$ cat config.mk
export PLATFORM = sky130hd
export DESIGN_NAME = ivr_responder
export DESIGN_NICKNAME = d
export VERILOG_FILES = /design/src/rtl/ivr_pkg.sv /design/src/rtl/ivr_decode.sv /design/src/rtl/ivr_timer.sv /design/src/rtl/ivr_pending.sv /design/src/rtl/ivr_lanes.sv /design/src/rtl/ivr_responder.sv
export SDC_FILE = /design/constraint.sdc
export NUM_CORES = 1
export LEC_CHECK = 0
export BUFFER_PORTS_ARGS = -buffer_cell sky130_fd_sc_hd__buf_4
export CELL_PAD_IN_SITES_DETAIL_PLACEMENT = 2
export CELL_PAD_IN_SITES_GLOBAL_PLACEMENT = 2
export CORE_MARGIN = 4
export CORE_UTILIZATION = 14
export DETAILED_ROUTE_END_ITERATION = 10
export GPL_TIMING_DRIVEN = 0
export PLACE_DENSITY = 0.84
export SYNTH_ARGS = -nofsm -noshare
export SYNTH_HDL_FRONTEND = slang
export SYNTH_SLANG_ARGS = --single-unit
$ cat constraint.sdc
create_clock -name clk -period 1.48 [get_ports clk]
set_input_delay 0.222 -clock clk [delete_from_list [all_inputs] [get_ports clk]]
set_output_delay 0.222 -clock clk [all_outputs]
set_load 0.01 [all_outputs]
$ cat src/rtl/ivr_pkg.sv
package ivr_pkg;
  typedef enum logic [1:0] {
    ST_IDLE = 2'd0,
    ST_WAIT = 2'd1,
    ST_ACK  = 2'd2
  } ivr_state_e;

  localparam logic [1:0] TT_IACK = 2'b11;
  localparam int         LANE_W  = 8;
endpackage

$ cat src/rtl/ivr_decode.sv
module ivr_decode #(
  parameter int ADDR_W  = 28,
  parameter int LEVEL_W = 3
) (
  input  logic               ts,
  input  logic [1:0]         tt,
  input  logic               atm,
  input  logic               rw,
  input  logic [ADDR_W-1:0]  addr,
  input  logic [LEVEL_W-1:0] cfg_level,
  input  logic               cfg_autovec,
  output logic               hit
);
  import ivr_pkg::*;

  localparam int LVL_LO = 2;
  localparam int LVL_HI = LVL_LO + LEVEL_W - 1;

  logic type_ok;
  logic ones_ok;
  logic zero_ok;
  logic lvl_ok;

  always_comb begin
    type_ok = (tt == TT_IACK) && atm && rw;
    ones_ok = &addr[ADDR_W-1:LVL_HI+1];
    zero_ok = (addr[LVL_LO-1:0] == '0);
    lvl_ok  = (addr[LVL_HI:LVL_LO] == cfg_level);
    hit     = ts && type_ok && ones_ok && zero_ok && lvl_ok && !cfg_autovec;
  end
endmodule

$ cat src/rtl/ivr_timer.sv
module ivr_timer #(
  parameter int WAIT_W = 4
) (
  input  logic              clk,
  input  logic              rst_n,
  input  logic              hit,
  input  logic              cfg_autovec,
  input  logic [WAIT_W-1:0] cfg_wait,
  output logic              ack_entry,
  output logic              ta
);
  import ivr_pkg::*;

  ivr_state_e        state_q, state_d;
  logic [WAIT_W-1:0] cnt_q, cnt_d;
  logic              cnt_en;

  always_comb begin
    state_d = state_q;
    cnt_d   = cnt_q;
    cnt_en  = 1'b0;
    case (state_q)
      ST_IDLE: begin
        if (hit) begin
          if (cfg_wait == '0) begin
            state_d = ST_ACK;
          end else begin
            state_d = ST_WAIT;
            cnt_d   = cfg_wait - WAIT_W'(1);
            cnt_en  = 1'b1;
          end
        end
      end
      ST_WAIT: begin
        if (cfg_autovec) begin
          state_d = ST_IDLE;
        end else if (cnt_q == '0) begin
          state_d = ST_ACK;
        end else begin
          cnt_d  = cnt_q - WAIT_W'(1);
          cnt_en = 1'b1;
        end
      end
      default: state_d = ST_IDLE;
    endcase
  end

  always_ff @(posedge clk or negedge rst_n) begin
    if (!rst_n) begin
      state_q <= ST_IDLE;
    end else begin
      state_q <= state_d;
    end
  end

  always_ff @(posedge clk or negedge rst_n) begin
    if (!rst_n) begin
      cnt_q <= '0;
    end else if (cnt_en) begin
      cnt_q <= cnt_d;
    end
  end

  assign ack_entry = (state_d == ST_ACK);
  assign ta        = (state_q == ST_ACK);
endmodule

$ cat src/rtl/ivr_pending.sv
module ivr_pending (
  input  logic clk,
  input  logic rst_n,
  input  logic raise,
  input  logic sw_clear,
  input  logic ack_clear,
  output logic pending
);
  logic pend_q, pend_d;

  always_comb begin
    if (raise) begin
      pend_d = 1'b1;
    end else if (sw_clear || ack_clear) begin
      pend_d = 1'b0;
    end else begin
      pend_d = pend_q;
    end
  end

  always_ff @(posedge clk or negedge rst_n) begin
    if (!rst_n) begin
      pend_q <= 1'b0;
    end else begin
      pend_q <= pend_d;
    end
  end

  assign pending = pend_q;
endmodule

$ cat src/rtl/ivr_lanes.sv
module ivr_lanes #(
  parameter int DATA_W = 32,
  parameter int VEC_W  = 8
) (
  input  logic                               drive,
  input  logic [VEC_W-1:0]                   vector,
  output logic [DATA_W-1:0]                  d_out,
  output logic [DATA_W/ivr_pkg::LANE_W-1:0]  d_oe
);
  import ivr_pkg::*;

  localparam int NUM_LANES = DATA_W / LANE_W;

  for (genvar g = 0; g < NUM_LANES; g++) begin : g_lane
    if (g == NUM_LANES - 1) begin : g_top
      assign d_out[g*LANE_W +: LANE_W] = drive ? LANE_W'(vector) : '0;
      assign d_oe[g]                   = drive;
    end else begin : g_idle
      assign d_out[g*LANE_W +: LANE_W] = '0;
      assign d_oe[g]                   = 1'b0;
    end
  end
endmodule

$ cat src/rtl/ivr_responder.sv
module ivr_responder #(
  parameter int ADDR_W  = 28,
  parameter int LEVEL_W = 3,
  parameter int VEC_W   = 8,
  parameter int WAIT_W  = 4,
  parameter int DATA_W  = 32,
  localparam int LANES  = DATA_W / ivr_pkg::LANE_W
) (
  input  logic               clk,
  input  logic               rst_n,
  input  logic [LEVEL_W-1:0] cfg_level,
  input  logic [VEC_W-1:0]   cfg_vector,
  input  logic               cfg_autovec,
  input  logic [WAIT_W-1:0]  cfg_wait,
  input  logic               irq_raise,
  input  logic               sw_clear,
  input  logic               ts,
  input  logic [1:0]         tt,
  input  logic               atm,
  input  logic               rw,
  input  logic [ADDR_W-1:0]  addr,
  output logic               ta,
  output logic [DATA_W-1:0]  d_out,
  output logic [LANES-1:0]   d_oe,
  output logic               irq_pending
);
  logic hit;
  logic ack_entry;

  ivr_decode #(.ADDR_W(ADDR_W), .LEVEL_W(LEVEL_W)) u_decode (
    .ts          (ts),
    .tt          (tt),
    .atm         (atm),
    .rw          (rw),
    .addr        (addr),
    .cfg_level   (cfg_level),
    .cfg_autovec (cfg_autovec),
    .hit         (hit)
  );

  ivr_timer #(.WAIT_W(WAIT_W)) u_timer (
    .clk         (clk),
    .rst_n       (rst_n),
    .hit         (hit),
    .cfg_autovec (cfg_autovec),
    .cfg_wait    (cfg_wait),
    .ack_entry   (ack_entry),
    .ta          (ta)
  );

  ivr_pending u_pending (
    .clk       (clk),
    .rst_n     (rst_n),
    .raise     (irq_raise),
    .sw_clear  (sw_clear),
    .ack_clear (ack_entry),
    .pending   (irq_pending)
  );

  ivr_lanes #(.DATA_W(DATA_W), .VEC_W(VEC_W)) u_lanes (
    .drive  (ta),
    .vector (cfg_vector),
    .d_out  (d_out),
    .d_oe   (d_oe)
  );
endmodule

# [Word-level counts from Yosys, hierarchy flattened]
# Cells that the tools add are included.
[word_totals] output_inout_bits=38 mem_bits_rw=0 mem_bits_ro=0 register_bits=7 n_memories=0 latchBits=0
[op_classes] bitwise_logic=0 order_cmp=0 n_mul=0 reduce_logical=17 eq_ne=9 mux=18 addsub=2 n_shift=0 n_div=0
[op_table] operator="AND reduction 23 bit" count=1
[op_table] operator="two-way mux 4 bit" count=4
[op_table] operator="logical NOT 4 bit" count=2
[op_table] operator="two-way mux 2 bit" count=4
[op_table] operator="two-way mux 8 bit" count=1
[op_table] operator="inequality test 2 bit, second input constant" count=4
[op_table] operator="one-hot mux 4 bit (2 select lines)" count=1
[op_table] operator="subtractor 4 x 1 -> 4 bit, second input constant" count=2
[op_table] operator="logical AND 1 bit" count=7
[op_table] operator="== test 2 bit, second input constant" count=3
[op_table] operator="two-way mux 1 bit" count=6
[op_table] operator="AND reduction 6 bit" count=1
[op_table] operator="logical NOT 2 bit" count=2
[op_table] operator="one-hot mux 2 bit (2 select lines)" count=1
[op_table] operator="nonzero test 2 bit" count=2
[op_table] operator="== test 3 bit" count=1
[op_table] operator="== test 2 x 1 -> 1 bit, second input constant" count=1
[op_table] operator="one-hot mux 1 bit (2 select lines)" count=1
[op_table] operator="logical NOT 1 bit" count=1
[op_table] operator="logical OR 1 bit" count=1

# [Logic depth before layout (Yosys ltp)]
# Gate-level depths: netlist (run 1).
[depth] ltp_word=14 mapped_depth=6 depth_no_buf=6

# [Modules after synthesis]
# A second synthesis (run 1) with hierarchy kept.
[hier_totals] cells_unflattened=92 area_unflattened_um2=785.8
[modules_own_cells] mod="ivr_timer" instances=1 cells_per_inst=37 seq_area_each_um2=150.1 area_each_um2=382.9
[modules_own_cells] mod="ivr_lanes" instances=1 cells_per_inst=37 seq_area_each_um2=0.0 area_each_um2=264.0
[modules_own_cells] mod="ivr_decode" instances=1 cells_per_inst=15 seq_area_each_um2=0.0 area_each_um2=102.6
[modules_own_cells] mod="ivr_pending" instances=1 cells_per_inst=3 seq_area_each_um2=25.0 area_each_um2=36.3

# [Worst setup path after synthesis (run 1)]
# OpenSTA, ideal clock, no wires.
[synth_path] kind="input-to-reg" start="in addr[0]" end="reg u_timer.cnt_q[0]" required_time_ns=1.352 path_buffers=0 cell_stages=5 setup_time_ns=0.128 slack_ns=-0.101 t_arrival_ns=1.454 cell_sequence="nand4b_1 nor4_1 nand2_1 o31ai_4 mux2_1"
[synth_via] elab_chain_len=7
[synth_rtl] element="start: declaration" line="ivr_responder.sv:21" rtl="input logic [ADDR_W-1:0] addr,"
[synth_rtl] element="logical NOT 2 bit (*)" line="ivr_decode.sv:27" rtl="zero_ok = (addr[LVL_LO-1:0] == '0);"
[synth_rtl] element="logical AND 1 bit (*) (3 in series)" line="ivr_decode.sv:29" rtl="hit = ts && type_ok && ones_ok && zero_ok && lvl_ok && !cfg_autovec;"
[synth_rtl] element="two-way mux 1 bit" line="ivr_timer.sv:24" rtl="if (hit) begin"
[synth_rtl] element="one-hot mux 1 bit (2 select lines)" line="ivr_timer.sv:22" rtl="case (state_q)"
[synth_rtl] element="AND reduction 6 bit (no line) (*)"
[synth_rtl] element="end signal: assignment" line="ivr_timer.sv:60" rtl="cnt_q <= cnt_d;"
[synth_rtl] element="end: declaration" line="ivr_timer.sv:15" rtl="logic [WAIT_W-1:0] cnt_q, cnt_d;"
# Mark *: on every way between the ends. The rest lies on a longest branch, timed or not.
# A chain may end at the register's enable or synchronous reset.

# [Worst setup path after layout (run 1)]
[layout_path] start="reg u_timer.state_q[0]" end="reg u_timer.cnt_q[0]"
[layout_via] elab_chain_len=3
[layout_rtl] element="start: declaration" line="ivr_timer.sv:14" rtl="ivr_state_e state_q, state_d;"
[layout_rtl] element="start signal: assignment" line="ivr_timer.sv:52" rtl="state_q <= state_d;"
[layout_rtl] element="== test 2 x 1 -> 1 bit / logical NOT 2 bit (equally long branches)" line="ivr_timer.sv:22"
[layout_rtl] element="one-hot mux 1 bit (2 select lines) (tied with other cells)" line="ivr_timer.sv:22"
[layout_rtl] element="AND reduction 6 bit (no line)"
# Parallel ways exist; a longest one is shown, timed or not.

==> flow_summary.ini, run 1 <==
[yosys]
yosysWarningCount = 0
synth-seq-cells = 7
synth-edff-count = 0
syn_area_um2 = 811
syn_area_per_cell_um2 = 8.53
synth_flop_cell = dfrtp_1
synth.distinct_cells = 30
postSynth.asyncResetShare_pct = 100
syn_inst = 95
ys_seq_area_share_pct = 21.6

[layout]
fin_nets = 251
final_util_pct = 30.2
area_delta_synth_final_pct = 108
finalInstanceArea_mm2 = 0.00169
insertedDiodeCount = 0
stdcell_count = 268
fillers = 667
layout-drive-gt1-share_pct = 63.3

[pwr]
switching_share_pct = 24.1
seqPwrFrac_pct = 27.7
switchingPower_mw = 0.170
power_density_mw_per_mm2 = 418
power.share.clock_pct = 37.1
p_leak_nw = 0.881
p_total_mw = 0.705
intPower_mw = 0.535
vdd_drop_max_mv = 0.216
p_comb_share_pct = 35.2

[outcome]
violations = negative setup slack
status = complete, but fails checks

[timing]
skew_ns = 0.00238
finalHoldViolCount = 0
rsz0062_at_grt = yes
tightest_slew_ns = 0.532
period_needed_ns = 1.61
fmax_mhz = 620
drv_slew = 0
fin_crit_sh_pct = 109
setup_ws_ns = -0.132
setup_viol = 13
max_slew_margin_pct = 64.2

[clocking]
cts_tree = done
cts.sinks = 7
cts_made_buffers = 3
cts_root_buffer = clkbuf_8
clockBufferDepth = 2
clkLatencyLatePin_ns = 0.22
path_clk_slew_ns = 0.04
htreeDepth = 1

[global_route]
globalRoute.totalOverflow = 0
grt_pass1_vias = 1106
grt_usage_pct = 9.08
grt_pass1_wl_um = 5240
grt_max_degree = 11
grt_antenna_before_repair = 0

[hold_path]
holdCritPathClass = in -> reg
min_from = irq_raise

[setup_path]
r2r_slack_ns = -0.13
rr_worst_depth = 4
cp_max_fo = 5
cp-endpoint = u_timer.cnt_q[0]
cp-end-kind = flop
startpoint = u_timer.state_q[0]
cp.required_ns = 1.58
rr_endpoint = u_timer.cnt_q[0]
r2r_start = u_timer.state_q[0]
cp.arrival_ns = 1.71
crit_type = reg -> reg
start_kind = flop

[route]
antenna_left = 0
wl_per_cell_um = 12.8
drt_first_pass_iters = 2
drcViolationCount = 0
drt_iter0_markers = 24
vias = 993
viasPerCell = 3.71
totalWireLength_um = 3420

[placed_design]
pre_cts_ws_ns = -0.441
routabilityCongestion = 0.735
io_buffers = 63
dpl.cell_count = 256
place_area_mm2 = 0.00150

[floorplanning]
dieArea_mm2 = 0.00707
io_pins = 91
initial_utilization_pct = 14.5
placementRows = 27
die_h_um = 84.1
core_mm2 = 0.00557
die_width_um = 84.1

[flow_run]
cap_violations = 0
[worst max-delay path, stage by stage (launching register included)]
cell     delay [ns]
dfrtp_2        0.44
nor3_2         0.19
nand2_2        0.11
o31ai_4        0.41
mux2_4         0.34
[state kept, by name, summed over array words and instances, names as in the netlist]
register and cells:
u_pending.pending 1, u_timer.cnt_q 4, u_timer.state_q 2
[layout make-up]
class	count	area, um2	share of cell area [%]
repair buffers	71	539	32.0
multi-input cells	83	601	35.6
well taps	72	90.1	5.35
clock buffers	4	45.0	2.67
flip-flops and latches	7	178	10.5
inverters	1	3.75	0.223
plain buffers	30	229	13.6
[cell usage after synthesis, drive strengths merged (3+ instances only)]
cell type	instances	area share [%]
buf	28	26
and2	8	6.2
dfrtp	7	22
nand4	5	3.9
nor2	5	2.3
nand2	4	1.9
nor4	4	4.6
a21oi	3	1.9
mux2i	3	3.7
nor3	3	1.9
xor2	3	3.2
[power groups by stage]
| stage | clock [mW] | sequential (mW) | combinational, mW |
|---|---|---|---|
| after detailed placement | 0 | 0.198 | 0.231 |
| after global routing | 0.292 | 0.195 | 0.271 |
| after global placement | 0 | 0.198 | 0.225 |
| final | 0.262 | 0.195 | 0.248 |
| after floorplan | 0 | 0.199 | 0.106 |
| after CTS | 0.270 | 0.195 | 0.238 |
[through the flow]
step	hold slack, ns	TNS, ns
CTS	0.191	-0.589
global route	0.202	-1.54
global placement	0.0411	-1.12
detailed placement	0.0413	-1.68
finish	0.193	-0.446
floorplan	-0.0736	-0.0115
[worst min path at each step]
stage,depth (start not counted),to
after CTS,2,u_pending.pending
after detailed placement,1,u_pending.pending
final,2,u_pending.pending
after global placement,1,u_pending.pending
after floorplan,0,u_pending.pending
after global routing,2,u_pending.pending
[timing repair]
action,CTS,global route
cloned,0,0
buffers inserted,4,3
pin swaps,5,4
gates resized for setup,7,15
endpoints found under the hold margin,7,0
setup endpoints to repair,16,16
hold buffers,1,0
[cell usage in the layout (no fill, tap or decap), types with 2 or more instances in the layout]
cell type | netlist | layout
a21oi_1 | 3 | 3
and2_1 | 8 | 8
buf_4 | 28 | 98
buf_6 | 0 | 2
clkbuf_8 | 0 | 3
conb_1 | 1 | 27
dfrtp_1 | 7 | 5
dfrtp_2 | 0 | 2
mux2i_1 | 3 | 2
nand2_1 | 4 | 3
nand4_1 | 5 | 5
nand4b_1 | 2 | 2
nor2_1 | 5 | 4
nor4_2 | 2 | 2
xor2_1 | 3 | 2
[layer usage]
| metal | up-vias | part of all wire [%] | global-route usage (%) |
|---|---|---|---|
| met1 | 469 | 35 | 9.48 |
| li1 | 481 | - | - |
| met4 | 0 | 0 | 1.32 |
| met2 | 43 | 58 | 18.5 |
| met5 | - | 0 | 0 |
| met3 | 0 | 6.9 | 1.97 |
[cells by family after synthesis]
| group | Yosys count | share of synthesized area [%] |
|---|---|---|
| xor gates and xnor gates | 3 | 3.24 |
| DFF | 7 | 21.6 |
| other | 1 | 0.463 |
| buffers and inverters | 31 | 27.3 |
| adders and majority gates | 1 | 1.54 |
| and+or+nand+nor | 37 | 27.6 |
| muxes | 4 | 5.09 |
| AOI/OAI and AO/OA | 11 | 13.1 |
Power figures use the tool's default switching activity.
==> inputs of run 2 (changes only) <==
--- a/config.mk
+++ b/config.mk
@@ -6,13 +6,12 @@
 export NUM_CORES = 1
 export LEC_CHECK = 0
 export BUFFER_PORTS_ARGS = -buffer_cell sky130_fd_sc_hd__buf_4
-export CELL_PAD_IN_SITES_DETAIL_PLACEMENT = 2
-export CELL_PAD_IN_SITES_GLOBAL_PLACEMENT = 2
 export CORE_MARGIN = 4
-export CORE_UTILIZATION = 14
+export CORE_UTILIZATION = 30
 export DETAILED_ROUTE_END_ITERATION = 10
 export GPL_TIMING_DRIVEN = 0
 export PLACE_DENSITY = 0.84
+export REMOVE_ABC_BUFFERS = 1
 export SYNTH_ARGS = -nofsm -noshare
 export SYNTH_HDL_FRONTEND = slang
 export SYNTH_SLANG_ARGS = --single-unit
==> run 2 against run 1 <==
Compared with the run above:
- the flow still finishes with violations (negative setup slack)
- via count is 16% lower
- worst hold slack worse by 0.013 ns
- clock power is 37% lower
- flip-flop and latch count stayed put
- first-iteration DRC count is 67% lower
- critical path type unchanged
- sequential power hardly changed
==> flow_summary.ini, run 2 (synthesis results as in run 1) <==
[outcome]
status = complete, but fails checks
violations = negative setup slack

[timing]
setup_viol = 2
skew_ns = 0.00233
finalHoldViolCount = 0
drv_slew = 0
fmax_mhz = 653
period_needed_ns = 1.53
setup_tns_ns = -0.0729
setup_ws_ns = -0.0523
rsz0062_at_grt = yes
fin_crit_sh_pct = 104

[pwr]
p_leak_nw = 0.698
vdd_drop_max_mv = 0.665
power_density_mw_per_mm2 = 401

[floorplanning]
initial_utilization_pct = 32.1
io_pins = 91
core_mm2 = 0.00252
dieArea_mm2 = 0.00360
die_h_um = 60.0
die_width_um = 60.0
placementRows = 18

[clocking]
path_clk_slew_ns = 0.05
clockBufferDepth = 2
htreeDepth = 1
cts_tree = done
cts.sinks = 7
cts_root_buffer = clkbuf_4
clkLatencyLatePin_ns = 0.24
cts_made_buffers = 3

[setup_path]
path_cells = nor2b_4 -> mux2i_2 -> ha_2 -> nor4_2 -> a211oi_2
crit_type = reg -> reg
cpLargestDelayFamily = flip-flops
critPathSlowestCell = dfrtp_2
cp.required_ns = 1.63
cp_max_fo = 5
cp-end-kind = flop
start_kind = flop
slowest_delay_ns = 0.40
cp.arrival_ns = 1.69
path_buf_inv = 0

[route]
antenna_left = 0
viasPerCell = 4.34
wl_per_cell_um = 11.3
vias = 838
totalWireLength_um = 2180
drt_first_pass_iters = 4
drt_iter0_markers = 8
drcViolationCount = 0

[placed_design]
pre_cts_ws_ns = -0.385
routabilityCongestion = 0.733
dpl.hpwl_um = 1860
io_buffers = 63

[global_route]
grt_antenna_before_repair = 0
grt_pass1_vias = 753
globalRoute.totalOverflow = 0
grt_usage_pct = 11.0
top_usage_layer = met2
globalRouteMet2Util_pct = 21.3
grt_max_degree = 11
grtUsageMet3_pct = 3.67
met1_usage_pct = 11.7
grt_pass1_wl_um = 3050

[layout]
top_register = u_timer.cnt_q
largest_reg_flops = 4
layout-drive-gt1-share_pct = 55.2
fillers = 250
insertedDiodeCount = 0
fin_nets = 218
area_delta_synth_final_pct = 66.7
final_cell_mix = 66 x buf_4, 27 x conb_1, 8 x and2_1
layout_commonest_cell = buf_4

[hold_path]
holdCritPathClass = in -> reg

[flow_run]
cap_violations = 0
==> run 2: changes by cell type in the layout (fill, tap and decap cells not counted), sizes merged <==
| cell | previous run | this run |
|---|---|---|
| buf | 100 | 67 |
==> run 2: final cells by class <==
cell class                 count  area (um2)  share of cell area (%)
multi-input combinational     83         591                    43.7
timing repair buffer          68         517                    38.2
sequential                     7         176                    13.1
tap                           30        37.5                    2.78
clock buffer                   4        26.3                    1.94
inverter                       1        3.75                   0.278
==> run 2: through the flow <==
step                      cell area [um2]  power (mW)  util (%)  hold WS (ns)  cells
after floorplan                       691       0.251         -       -0.0736     91
after global placement               1200       0.366      47.6        0.0362    184
after detailed placement             1200       0.368      47.6        0.0378    184
after CTS                            1310       0.545      52.0         0.174    192
after global routing                 1350       0.584      53.6         0.177    193
final                                1350       0.542      53.6         0.180    193
==> run 2: what timing repair did <==
| action | CTS | global route |
|---|---|---|
| resized for setup | 13 | 5 |
| endpoints found under the setup margin | 15 | 15 |
| hold buffers | 1 | 0 |
| hold endpoints to repair | 7 | 0 |
| setup buffers | 3 | 1 |
| pin swaps | 3 | 6 |
==> run 2: power by group <==
group	total [mW]	internal, mW	switching, mW
combinational	0.183	0.108	0.0745
sequential	0.195	0.194	0.00105
clock	0.165	0.102	0.0628
==> run 2: worst paths after layout <==
| check | startpoint | to | slack [ns] | cells past startpoint |
|---|---|---|---|---|
| max | u_timer.state_q[0] | u_timer.cnt_q[2] | -0.05 | 5 |
| min | irq_raise | u_pending.pending | 0.18 | 2 |
| max reg2reg | u_timer.state_q[0] | u_timer.cnt_q[2] | -0.05 | 5 |
| min reg2reg | u_pending.pending | u_pending.pending | 0.55 | 2 |
| max in group asynchronous | rst_n | u_timer.state_q[0] | 1.02 | 2 |
| min in group asynchronous | rst_n | u_timer.cnt_q[2] | 0.33 | 2 |
==> run 2: per-layer routing <==
metal / vias to the layer above / part of all wire [%]
met4: 0 / 0
li1: 412 / -
met3: 0 / 12
met2: 45 / 57
met5: - / 0
met1: 381 / 30
==> inputs of run 3 (changes only) <==
--- a/config.mk
+++ b/config.mk
@@ -7,10 +7,11 @@
 export LEC_CHECK = 0
 export BUFFER_PORTS_ARGS = -buffer_cell sky130_fd_sc_hd__buf_4
 export CORE_MARGIN = 4
-export CORE_UTILIZATION = 30
+export CORE_UTILIZATION = 34
 export DETAILED_ROUTE_END_ITERATION = 10
 export GPL_TIMING_DRIVEN = 0
-export PLACE_DENSITY = 0.84
+export MAX_ROUTING_LAYER = met4
+export PLACE_DENSITY = 0.9
 export REMOVE_ABC_BUFFERS = 1
 export SYNTH_ARGS = -nofsm -noshare
 export SYNTH_HDL_FRONTEND = slang
==> constraint.sdc (replaced) <==
create_clock -name clk -period 1.45 [get_ports clk]
set_input_delay 0.2175 -clock clk [delete_from_list [all_inputs] [get_ports clk]]
set_output_delay 0.2175 -clock clk [all_outputs]
set_load 0.01 [all_outputs]
==> run 3 against run 2 <==
Compared with the run above:
- the run still ends with negative setup slack left
- setup slack worse by 0.081 ns
- sequential power hardly changed
- combinational power hardly changed
- utilization is 4.8 points higher
- non-clock buffer count is 1 lower
- clock skew is 0.0015 ns lower
- final area is 3.5% lower
- via count is 2.6% higher
- first-iteration DRC count is 38% higher
- flip-flop and latch count stayed put
- global-route usage is 3.7 points higher
- worst hold slack worse by 0.0040 ns
==> flow_summary.ini, run 3 (synthesis results as in run 1) <==
[outcome]
status = complete, but fails checks
violations = negative setup slack

[layout]
stdcell_count = 190
multi_input_area_um2 = 556
top_register = u_timer.cnt_q
fillers = 198
layout-drive-gt1-share_pct = 52.5
largest_reg_flops = 4
layout_commonest_cell = buf_4
fin_nets = 217
area_delta_synth_final_pct = 60.8
insertedDiodeCount = 0
regArea_um2 = 178
final_cell_mix = 66 x buf_4, 27 x conb_1, 8 x and2_1

[global_route]
grt_pass1_vias = 867
globalRoute.totalOverflow = 0
grt_max_degree = 11
grt_pass1_wl_um = 3680
grt_antenna_before_repair = 0
grt_usage_pct = 14.6

[timing]
finalHoldViolCount = 0
fmax_mhz = 632
period_needed_ns = 1.58
rsz0062_at_grt = yes
skew_ns = 0.000795
setup_tns_ns = -0.658
fin_crit_sh_pct = 109
setup_viol = 12
setup_ws_ns = -0.133
drv_slew = 0

[clocking]
clockBufferDepth = 2
cts_root_buffer = clkbuf_4
clkLatencyLatePin_ns = 0.24
htreeDepth = 1
path_clk_slew_ns = 0.05
cts_tree = done
cts.sinks = 7
cts_made_buffers = 3

[flow_run]
cap_violations = 0

[setup_path]
cp_max_fo = 6
slowest_delay_ns = 0.43
cp.arrival_ns = 1.71
crit_type = reg -> reg
critPathSlowestCell = dfrtp_2
start_kind = flop
cp.required_ns = 1.58
startpoint = u_timer.state_q[0]
path_cells = nor3_2 -> nand2_2 -> o31ai_4 -> mux2_4
cp-end-kind = flop
r2r_start = u_timer.state_q[0]

[pwr]
vdd_drop_max_mv = 0.177
p_leak_nw = 0.683
power_density_mw_per_mm2 = 427

[floorplanning]
core_mm2 = 0.00223
dieArea_mm2 = 0.00323
initial_utilization_pct = 36.3
die_width_um = 56.8
placementRows = 17
io_pins = 91
die_h_um = 56.8

[placed_design]
dpl.cell_count = 182
routabilityCongestion = 0.859
io_buffers = 63
dpl.hpwl_um = 2080

[route]
vias = 860
drt_first_pass_iters = 4
drcViolationCount = 0
drt_iter0_markers = 11
viasPerCell = 4.53
antenna_left = 0
totalWireLength_um = 2490
wl_per_cell_um = 13.1

[hold_path]
min_from = irq_raise
holdCritPathClass = in -> reg
## run 3: cell types whose count changed in the layout (fill, tap and decap cells not counted), sizes merged
cell	delta
buf	-1
## run 3: metrics by stage
stage / power (mW) / instance area, um2 / utilization (%) / setup slack [ns] / hold slack [ns]
final: 0.557 / 1300 / 58.4 / -0.133 / 0.176
after CTS: 0.559 / 1280 / 57.4 / -0.133 / 0.171
after global placement: 0.374 / 1200 / 53.7 / -0.375 / 0.0310
after floorplan: 0.256 / 691 / - / -0.127 / -0.0781
after detailed placement: 0.379 / 1200 / 53.7 / -0.389 / 0.0348
after global routing: 0.591 / 1300 / 58.4 / -0.205 / 0.170
## run 3: path summary, 6_finish.rpt
| path | endpoint | slack (ns) | depth (start not counted) |
|---|---|---|---|
| setup / recovery | u_timer.cnt_q[0] | -0.13 | 4 |
| hold / removal | u_pending.pending | 0.18 | 2 |
| setup reg to reg | u_timer.cnt_q[0] | -0.13 | 4 |
| hold reg to reg | u_pending.pending | 0.55 | 2 |
| max in group asynchronous | u_timer.state_q[0] | 0.99 | 2 |
| min in group asynchronous | u_timer.state_q[1] | 0.33 | 2 |
## run 3: worst max-delay path: cells and delay by family (launching register included)
kind	cells	cell delay [ns]
and+or+nand+nor	2	0.27
AOI/OAI and AO/OA	1	0.42
DFF	1	0.43
muxes	1	0.34
## run 3: repair_timing
| item | CTS | global route |
|---|---|---|
| endpoints found under the setup margin | 15 | 17 |
| hold buffers | 1 | 0 |
| resized for setup | 7 | 5 |
| setup buffers | 2 | 1 |
| pin swaps | 4 | 4 |
| endpoints found under the hold margin | 7 | 0 |
## run 3: final cells by class
| type | instances | area share [%] |
|---|---|---|
| tap | 28 | 2.69 |
| clock buffer | 4 | 2.02 |
| sequential | 7 | 13.6 |
| timing repair buffer | 67 | 38.8 |
| inverter | 1 | 0.288 |
| multi-input combinational | 83 | 42.6 |
## run 3: layer usage
metal	wire length, um	track usage, %	vias to the layer above
met4	36	7.28	0
met1	736	13.2	391
li1	-	-	410
met5	0	-	-
met3	334	3.45	4
met2	1390	28.1	55
## run 3: where the power goes
group,switching [mW],leakage [nW],internal [mW]
Combinational,0.0774,0.582,0.107
Clock,0.0692,0.0150,0.105
Sequential,0.000947,0.0861,0.197
